===== config.mk =====
export PLATFORM = sky130hd
export DESIGN_NAME = ctmr_timer
export DESIGN_NICKNAME = d
export VERILOG_FILES = /design/src/rtl/ctmr_pkg.sv /design/src/rtl/ctmr_line_sync.sv /design/src/rtl/ctmr_run_ctl.sv /design/src/rtl/ctmr_prescaler.sv /design/src/rtl/ctmr_count_core.sv /design/src/rtl/ctmr_timer.sv
export SDC_FILE = /design/constraint.sdc
export NUM_CORES = 1
export LEC_CHECK = 0
export BUFFER_PORTS_ARGS = -buffer_cell sky130_fd_sc_hd__buf_2
export CAP_MARGIN = 10
export CORE_UTILIZATION = 36
export CTS_CLUSTER_DIAMETER = 80
export DETAILED_ROUTE_END_ITERATION = 12
export PLACE_DENSITY_LB_ADDON = 0.15
export SLEW_MARGIN = 20
export SYNTH_ARGS = -nofsm -noshare
export SYNTH_HDL_FRONTEND = slang
export SYNTH_SLANG_ARGS = --single-unit

===== constraint.sdc =====
create_clock -name clk -period 5.5 [get_ports clk]
set_clock_uncertainty 0.05 [all_clocks]
set_input_delay 1.375 -clock clk [delete_from_list [all_inputs] [get_ports clk]]
set_output_delay 1.375 -clock clk [all_outputs]
set_load 0.01 [all_outputs]

===== src/rtl/ctmr_pkg.sv =====
package ctmr_pkg;

    typedef enum logic [1:0] {
        CM_FREE  = 2'd0,
        CM_LEVEL = 2'd1,
        CM_START = 2'd2,
        CM_MATCH = 2'd3
    } clr_mode_e;

    typedef struct packed {
        logic level_clr;
        logic event_clr;
    } clr_req_t;

    typedef struct packed {
        logic active;
        logic leading;
    } line_state_t;

    function automatic logic mode_clears_on_match(clr_mode_e m);
        return m != CM_FREE;
    endfunction

    function automatic logic line_is_active(logic sample, logic pol);
        return pol ? sample : ~sample;
    endfunction

endpackage


===== src/rtl/ctmr_line_sync.sv =====
module ctmr_line_sync
    import ctmr_pkg::*;
#(
    parameter int STAGES = 2
) (
    input  logic        clk,
    input  logic        rst,
    input  logic        line_in,
    input  logic        pol,
    output line_state_t state
);
    localparam int LAST = STAGES - 1;

    logic [STAGES-1:0] chain;
    logic              active_q;
    logic              active_now;

    always_ff @(posedge clk) begin
        if (rst) begin
            chain <= '0;
        end else begin
            chain <= {chain[STAGES-2:0], line_in};
        end
    end

    assign active_now = line_is_active(chain[LAST], pol);

    // Previous level resets high so that leaving reset never looks like an edge.
    always_ff @(posedge clk) begin
        if (rst) begin
            active_q <= 1'b1;
        end else begin
            active_q <= active_now;
        end
    end

    always_comb begin
        state.active  = active_now;
        state.leading = active_now & ~active_q;
    end
endmodule


===== src/rtl/ctmr_run_ctl.sv =====
module ctmr_run_ctl
    import ctmr_pkg::*;
(
    input  logic        clk,
    input  logic        rst,
    input  logic        start_req,
    input  logic        stop_req,
    input  clr_mode_e   mode,
    input  line_state_t line,
    output clr_req_t    clr,
    output logic        running
);
    logic start_q;
    logic start_edge;

    always_ff @(posedge clk) begin
        if (rst) begin
            start_q <= 1'b0;
        end else begin
            start_q <= start_req;
        end
    end

    assign start_edge = start_req & ~start_q;

    always_comb begin
        clr.level_clr = (mode == CM_LEVEL) & line.active;
        clr.event_clr = (mode == CM_START) & (start_edge | line.leading);
    end

    always_ff @(posedge clk) begin
        if (rst) begin
            running <= 1'b0;
        end else if (clr.level_clr) begin
            running <= 1'b0;
        end else if (clr.event_clr || start_edge) begin
            running <= 1'b1;
        end else if (stop_req) begin
            running <= 1'b0;
        end
    end
endmodule


===== src/rtl/ctmr_prescaler.sv =====
module ctmr_prescaler #(
    parameter int PW = 8
) (
    input  logic          clk,
    input  logic          rst,
    input  logic          clr,
    input  logic          running,
    input  logic [PW-1:0] limit,
    output logic          tick
);
    logic [PW-1:0] div_cnt;

    assign tick = running & (div_cnt >= limit);

    always_ff @(posedge clk) begin
        if (rst || clr) begin
            div_cnt <= '0;
        end else if (tick) begin
            div_cnt <= '0;
        end else if (running) begin
            div_cnt <= div_cnt + 1'b1;
        end
    end
endmodule


===== src/rtl/ctmr_count_core.sv =====
module ctmr_count_core #(
    parameter int W = 16
) (
    input  logic         clk,
    input  logic         rst,
    input  logic         clr,
    input  logic         tick,
    input  logic         match_clr_en,
    input  logic [W-1:0] period,
    output logic [W-1:0] count,
    output logic         zero_flag,
    output logic         match_pulse
);
    localparam logic [W-1:0] ZERO = '0;

    logic         hit;
    logic [W-1:0] count_n;

    assign hit = (count == period);

    always_comb begin
        count_n = count;
        if (clr) begin
            count_n = ZERO;
        end else if (tick) begin
            count_n = (hit && match_clr_en) ? ZERO : count + 1'b1;
        end
    end

    always_ff @(posedge clk) begin
        if (rst) begin
            count       <= ZERO;
            zero_flag   <= 1'b0;
            match_pulse <= 1'b0;
        end else begin
            count       <= count_n;
            zero_flag   <= (count != ZERO) && (count_n == ZERO);
            match_pulse <= tick & hit;
        end
    end
endmodule


===== src/rtl/ctmr_timer.sv =====
module ctmr_timer
    import ctmr_pkg::*;
#(
    parameter int W           = 16,
    parameter int PW          = 8,
    parameter int SYNC_STAGES = 2
) (
    input  logic          clk,
    input  logic          rst,
    input  logic          start_req,
    input  logic          stop_req,
    input  logic          ext_clr,
    input  logic          clr_pol,
    input  logic [1:0]    clr_mode,
    input  logic [PW-1:0] prescale,
    input  logic [W-1:0]  period,
    output logic [W-1:0]  count,
    output logic          running,
    output logic          zero_flag,
    output logic          match_pulse
);
    clr_mode_e   mode;
    line_state_t line;
    clr_req_t    clr;
    logic        tick;
    logic        any_clr;
    logic        level_clr;
    logic        event_clr;

    assign mode      = clr_mode_e'(clr_mode);
    assign level_clr = clr.level_clr;
    assign event_clr = clr.event_clr;
    assign any_clr   = level_clr | event_clr;

    ctmr_line_sync #(.STAGES(SYNC_STAGES)) u_sync (
        .clk     (clk),
        .rst     (rst),
        .line_in (ext_clr),
        .pol     (clr_pol),
        .state   (line)
    );

    ctmr_run_ctl u_run (
        .clk       (clk),
        .rst       (rst),
        .start_req (start_req),
        .stop_req  (stop_req),
        .mode      (mode),
        .line      (line),
        .clr       (clr),
        .running   (running)
    );

    ctmr_prescaler #(.PW(PW)) u_div (
        .clk     (clk),
        .rst     (rst),
        .clr     (any_clr),
        .running (running),
        .limit   (prescale),
        .tick    (tick)
    );

    ctmr_count_core #(.W(W)) u_core (
        .clk          (clk),
        .rst          (rst),
        .clr          (any_clr),
        .tick         (tick),
        .match_clr_en (mode_clears_on_match(mode)),
        .period       (period),
        .count        (count),
        .zero_flag    (zero_flag),
        .match_pulse  (match_pulse)
    );
endmodule


# After elaboration in Yosys (flattened, before gate mapping)
# Index checks and enable logic that the tools add are counted.
# totals
output_inout_bits	19
reg_bits	31
input_bits	32
# classes
reduce_logical	10
bitwise	11
eq_ne	3
magnitude_cmp	1
add_sub_neg	2
n_mux	6
# op_table
op	count
$mux W16	3
$add A16 B1 Y16 const B	1
$eq A16 B16 Y1	1
$logic_not A16 Y1	1
$reduce_bool A16 Y1	1
$add A8 B1 Y8 const B	1
$ge A8 B8 Y1	1
$and A1 B1 Y1	6
$reduce_bool A2 Y1	2
$reduce_or A2 Y1	2
$mux W1	3
$not A1 Y1	3
$eq A2 B1 Y1 const B	1
$eq A2 B2 Y1 const B	1
$logic_and A1 B1 Y1	2
$logic_or A1 B1 Y1	2
$or A1 B1 Y1	2

# Logic depth before layout (Yosys ltp)
# Gate-level depths: netlist (run 1).
# logic_depth
word_depth	9
mapped_depth	11
ltp_nobuf	9

# Hierarchy
# From an unflattened synthesis (run 1), not the netlist that was laid out.
# hier_totals
cells_unflattened	241
hier_area_um2	2139.6
# modules_own_cells
module	cells_each	n_inst	area_each_um2	seq_area_each_um2
ctmr_count_core	154	1	1293.7	360.3
ctmr_prescaler	64	1	624.3	160.2
ctmr_run_ctl	11	1	106.4	40.0
ctmr_line_sync	10	1	102.6	60.1
ctmr_timer	2	1	12.5	0.0

# Worst setup path after synthesis (run 1)
# No wires, ideal clock.
# synth_path
path_type	input port to flip-flop
startpoint	input prescale[1]
endpoint	register u_core.zero_flag
arrival_ns	3.104
cell_stages	10
path_slack_ns	2.220
n_path_buf	1
setup_time_ns	0.126
cell_sequence	inv_1 -> ha_1 -> nor2b_4 -> o211a_1 -> o31ai_4 -> and2_0 -> buf_2 -> nor4_1 -> o41ai_1 -> nor3_1
# synth_via
elab_chain_cells	6
# synth_lines
item	line_no	rtl
from (decl)	ctmr_timer.sv:15	input logic [PW-1:0] prescale,
$ge A8 B8 Y1	ctmr_prescaler.sv:13	assign tick = running & (div_cnt >= limit);
$and A1 B1 Y1	ctmr_prescaler.sv:13	
$mux W16	ctmr_count_core.sv:25	end else if (tick) begin
$mux W16	ctmr_count_core.sv:23	if (clr) begin
$logic_not A16 Y1	ctmr_count_core.sv:37	zero_flag <= (count != ZERO) && (count_n == ZERO);
$logic_and A1 B1 Y1	ctmr_count_core.sv:37	
to (signal assigned)	ctmr_count_core.sv:37	
to (decl)	ctmr_count_core.sv:11	output logic zero_flag,
# No other way between the ends.
# A chain may end at the register's enable or synchronous reset.

# Worst setup path after layout (run 1)
# Ends and elaborated chain as after synthesis.

==> flow_summary.ini, run 1 <==
[placed_design]
port_buffers = 50
hpwl_um = 3810
dp_slack_ps = 1540
dpl_cell_area_um2 = 2360
gp_congestion = 0.903

[synth]
synth-seq-cells = 31
synth_edf_count = 0
synth-simple-area-share_pct = 28.4
synth_top_family_by_area = simple AND/OR/NAND/NOR gates
seq_area_frac_synth_pct = 29.1
synthArstFlopShare_pct = 0
netlist_instances = 260
yosysWarnings = 0
syn-cell-area_um2 = 2130
ys.flop_type = dfxtp_1
syn_nets = 303
yosys.area_share.adder_pct = 6.46
synth.distinct_cells = 52
synth-compound-area-share_pct = 11.2
synthMuxAreaShare_pct = 1.41
syn_area_per_cell_um2 = 8.19
synth_xor_area_share_pct = 16.0

[floorplan]
die-area_um2 = 6230
core_area_um2 = 5610
die_y_um = 78.9
rows = 27
die_w_um = 78.9
ioPinCount = 51
start_util_pct = 38.0

[clock_tree]
clk_pin_slew_ps = 70
cts_tree = yes
cts_hold_buf = 0
post_cts_resized = 0
htreeDepth = 2
cts.sinks = 31
clk_path_buf_depth = 2
cts-root-buf = clkbuf_8
clkLatencyLatePin_ps = 290
cts_buffers = 5
cts_setup_buffers = 0

[grt]
track_usage_pct = 17.6
antenna_found_initial = 0
overflow = 0
grt_max_degree = 15
grt_pass1_vias = 1759
grt_pass1_wl_um = 8540

[sta]
finalCritPeriodShare_pct = 66.4
setup-violations-final = 0
slew_viol_final = 0
clock.fmax_ghz = 0.274
rsz0062_at_grt = false
hold_viol_final = 0
slew_headroom_pct = 52.2
hold_slack_ps = 391
fin_ws_ps = 1850
tightest_slew_ps = 716
period_minus_slack_ps = 3650
final.setup.tns_ps = 0

[setup_path]
r2r-start = u_div.div_cnt[1]
endpoint_kind = register
worst_ep_required_time_ps = 5620
worstSetupStartpointType = input port
slowest_stage = and2_0
worst-setup-path-type = input port to register
crit_fanout = 14
slowest_delay_ps = 650
cp_cell_sequence = buf_2 > inv_1 > ha_1 > nor2b_4 > o211a_1 > o31ai_4 > and2_0 > nor4_1 > o41ai_1 > nor3_1
cp-startpoint = prescale[1]
arrival_ps = 3770

[final_layout]
postLayoutCoreUtil_pct = 43.5
fillers = 607
nNetsFinal = 342
drive_gt1_share_pct = 22.3
fin_area_um2 = 2440
diodes = 0
syn_to_final_growth_pct = 14.6

[power]
p_per_area_nw_per_um2 = 186
intPower_w = 0.000339
worst_ir_drop_vdd_mv = 0.125
netSwitchingFraction_pct = 25.2
combPwrFrac_pct = 10.1
seq_power_share_pct = 51.1
power_frac_clock_pct = 38.8
p_switching_w = 0.000114
leakagePower_nw = 0.977

[route]
vias = 1937
route.detailed.wl_per_inst_um = 13.7
drcViolationCount = 0
postRouteAntennaNets = 0
vias_per_cell = 5.21
dr.pass1.iters = 4
drt_iter0_markers = 113
wirelength_um = 5110

[hold_path]
holdCritStartpoint = u_sync.chain[0]
min-delay-path-class = register to register

[run]
cap_violations = 0

[status]
status = complete, no violations
[layout by cell type, fill, tap and decap left out, types with 4 or more instances in the layout]
| cell | n |
|---|---|
| nand2b_1 | 4 |
| nand2_1 | 21 |
| nor2b_1 | 4 |
| a21oi_1 | 6 |
| a31oi_1 | 4 |
| nand4_1 | 8 |
| nand3_1 | 12 |
| buf_2 | 50 |
| xnor2_1 | 29 |
| xor2_1 | 10 |
| nor2_1 | 29 |
| clkbuf_8 | 5 |
| dfxtp_1 | 31 |
| ha_1 | 11 |
| and3_1 | 5 |
| inv_1 | 11 |
| nor3_1 | 10 |
[metal layers]
layer | vias to the layer above | global-route usage, % | routed length (µm)
met3 | 12 | 3.79 | 336
met5 | - | 0 | 0
met1 | 867 | 25.1 | 2550
met2 | 74 | 25.6 | 2110
li1 | 984 | - | -
met4 | 0 | 7.09 | 117
[registers in the layout, summed over array words and instances (netlist names)]
| register | count |
|---|---|
| u_core.zero_flag | 1 |
| u_div.div_cnt | 8 |
| u_run.running | 1 |
| u_sync.chain | 2 |
| u_sync.active_q | 1 |
| u_core.match_pulse | 1 |
| u_run.start_q | 1 |
| u_core.count | 16 |
[metrics by stage]
| stage | instances | total power (W) |
|---|---|---|
| after floorplan | 260 | 0.000266 |
| after global placement | 364 | 0.000282 |
| after detailed placement | 364 | 0.000283 |
| after CTS | 372 | 0.000458 |
| after global routing | 372 | 0.000474 |
| final | 372 | 0.000453 |
[path summary, 6_finish.rpt]
| check | to | cells after the start | slack (ps) |
|---|---|---|---|
| setup / recovery | u_core.zero_flag | 10 | 1850 |
| hold reg to reg | u_sync.chain[1] | 1 | 390 |
| hold / removal | u_sync.chain[1] | 1 | 390 |
| setup reg to reg | u_core.zero_flag | 8 | 2660 |
[worst max-delay path: cells and delay by family]
kind,cells,cell delay (ps)
buf+inv,2,100
fa+ha+maj,1,300
simple gates,4,990
compound gates,3,1000
[kinds of logic after synthesis]
family,Yosys count
buffers and inverters,29
AO/OA/AOI/OAI,32
XOR/XNOR,39
AND/OR/NAND/NOR,115
multiplexers,3
flip-flops,31
adder cells (fa/ha/maj),11
[layout make-up]
class	count	area, µm²	area share, %
multi-input combinational	200	1350	55.5
sequential	31	621	25.4
clock buffer	6	72.6	2.97
clock inverter	2	12.5	0.513
timing repair buffer	50	250	10.3
tap	72	90.1	3.69
inverter	11	41.3	1.69
[power by group through the flow]
stage / clock, W / sequential [W] / combinational (W)
floorplan: 0 / 0.000235 / 0.0000307
global placement: 0 / 0.000237 / 0.0000450
detailed placement: 0 / 0.000237 / 0.0000462
CTS: 0.000179 / 0.000232 / 0.0000465
global route: 0.000190 / 0.000232 / 0.0000516
finish: 0.000176 / 0.000232 / 0.0000459
[cell usage after synthesis, drive strengths merged, types with 2 or more instances]
library cell,instances,share of area [%]
or3,2,0.59
or4,2,0.70
o31ai,2,1.4
inv,11,1.9
nor4,3,0.88
nor2,30,5.4
dfxtp,31,29
and3,6,1.8
and4,2,0.94
nand4,8,2.4
nand3,13,3.3
nand2b,4,1.2
buf,14,4.6
or2,3,1.0
xnor2,29,12
mux2i,3,1.4
nor4b,2,0.82
nand2,22,4.2
nor3,10,2.4
xor2,10,4.1
a21oi,6,1.4
nor2b,5,1.8
a32oi,2,0.82
o41ai,2,0.82
ha,11,6.5
clkbuf,4,0.76
a31oi,4,1.2
a211oi,3,1.1
a311oi,2,0.82
o21ai,4,0.94
No activity file was read; power rests on OpenSTA's default activity.
==> run 2, diff against run 1 <==
clock period = 2.9 ns   (was 5.5 ns; I/O delays follow)
==> flow_summary.ini, run 2 (synthesis gave the netlist of run 1 again) <==
[power]
p_per_area_nw_per_um2 = 355
worst_ir_drop_vdd_mv = 0.187
leakagePower_nw = 1.05

[sta]
slew_viol_final = 0
hold_viol_final = 0
fin_ws_ps = 420
tightest_slew_ps = 466
rsz0062_at_grt = false
period_minus_slack_ps = 2480
final.setup.tns_ps = 0
slew_headroom_pct = 68.9
clock.fmax_ghz = 0.403
finalCritPeriodShare_pct = 85.5
setup-violations-final = 0

[clock_tree]
cts.sinks = 31
post_cts_resized = 0
clkLatencyLatePin_ps = 280
cts_setup_buffers = 0
cts_tree = yes
clk_pin_slew_ps = 70
cts-root-buf = clkbuf_8
htreeDepth = 2
clk_path_buf_depth = 2
cts_buffers = 5
cts_hold_buf = 0

[grt]
antenna_found_initial = 0
grt_pass1_wl_um = 8430
overflow = 0
grt_max_degree = 14
track_usage_pct = 17.5
grt_pass1_vias = 1717

[final_layout]
largest_reg_flops = 16
diodes = 0
nNetsFinal = 354
postLayoutCoreUtil_pct = 45.4
final_cell_mix = buf_2 (50), dfxtp_1 (31), nor2_1 (29), xnor2_1 (29), nand2_1 (21)
reg_top3 = u_core.count: 16 flops, u_div.div_cnt: 8 flops, u_sync.chain: 2 flops
drive_gt1_share_pct = 25.3
largest_register = u_core.count
final_common_cell = buf_2
syn_to_final_growth_pct = 19.6

[floorplan]
rows = 27
core_area_um2 = 5610
start_util_pct = 38.0
die_y_um = 78.9
die_w_um = 78.9
die-area_um2 = 6230
ioPinCount = 51

[route]
drt_iter0_markers = 111
vias = 1991
dr.pass1.iters = 5
vias_per_cell = 5.18
route.detailed.wl_per_inst_um = 13.9
drcViolationCount = 0
postRouteAntennaNets = 0
wirelength_um = 5330

[placed_design]
hpwl_um = 4040
port_buffers = 50
dp_slack_ps = 122
gp_congestion = 0.913

[hold_path]
min-delay-path-class = register to register

[setup_path]
endpoint_kind = register
crit_fanout = 6
worst_ep_required_time_ps = 3060
worstSetupStartpointType = input port
worst-setup-path-type = input port to register
arrival_ps = 2640

[run]
cap_violations = 0

[status]
status = complete, no violations
run 2: cell count changes in the layout (fill, tap and decap cells not counted), sizes merged:
cell      change
clkbuf        +2
clkinvlp      -1
clkinv        -1
buf          +12
run 2: path summary, 6_finish.rpt:
kind / start / endpoint / slack (ps) / depth (start not counted)
worst max register to register: u_div.div_cnt[0] / u_core.zero_flag / 530 / 10
worst min-delay path: u_sync.chain[0] / u_sync.chain[1] / 390 / 1
worst max-delay path: prescale[7] / u_core.zero_flag / 420 / 11
worst min register to register: u_sync.chain[0] / u_sync.chain[1] / 390 / 1
run 2: area by class of cell:
cell class | count | area [µm²]
Sequential cell | 31 | 621
Timing Repair Buffer | 62 | 340
Tap cell | 72 | 90.1
Clock buffer | 8 | 100
Multi-Input combinational cell | 200 | 1350
Fill cell | 615 | 3060
Inverter | 11 | 41.3
run 2: where the power goes:
group / switching, W / internal, W / total, W
registers: 0.00000456 / 0.000432 / 0.000437
logic: 0.0000467 / 0.0000471 / 0.0000938
clock network: 0.000157 / 0.000216 / 0.000374
run 2: layer usage:
metal  track usage [%]  vias to the layer above  part of all wire (%)
li1                  -                     1006                     -
met1              24.8                      897                    48
met2              26.5                       79                    44
met3              3.45                        9                   6.3
met4              5.45                        0                   1.0
met5                 0                        -                     0
run 2: stage by stage:
stage	hold WS, ps	instance area (µm²)	cells	power [W]
6_report	387	2550	384	0.000904
5_1_grt	400	2550	384	0.000950
4_1_cts	392	2550	384	0.000920
3_5_place_dp	375	2450	376	0.000541
3_3_place_gp	368	2450	376	0.000539
2_1_floorplan	364	2130	260	0.000504
run 2: critical path, cell delays in order:
cell      delay, ps
buf_2            70
inv_1            30
ha_1            290
nand2_1          90
o21ai_1         180
nand2_1          90
buf_4           160
a211oi_1        430
mux2i_1         270
a41oi_1         120
nor3_1          170
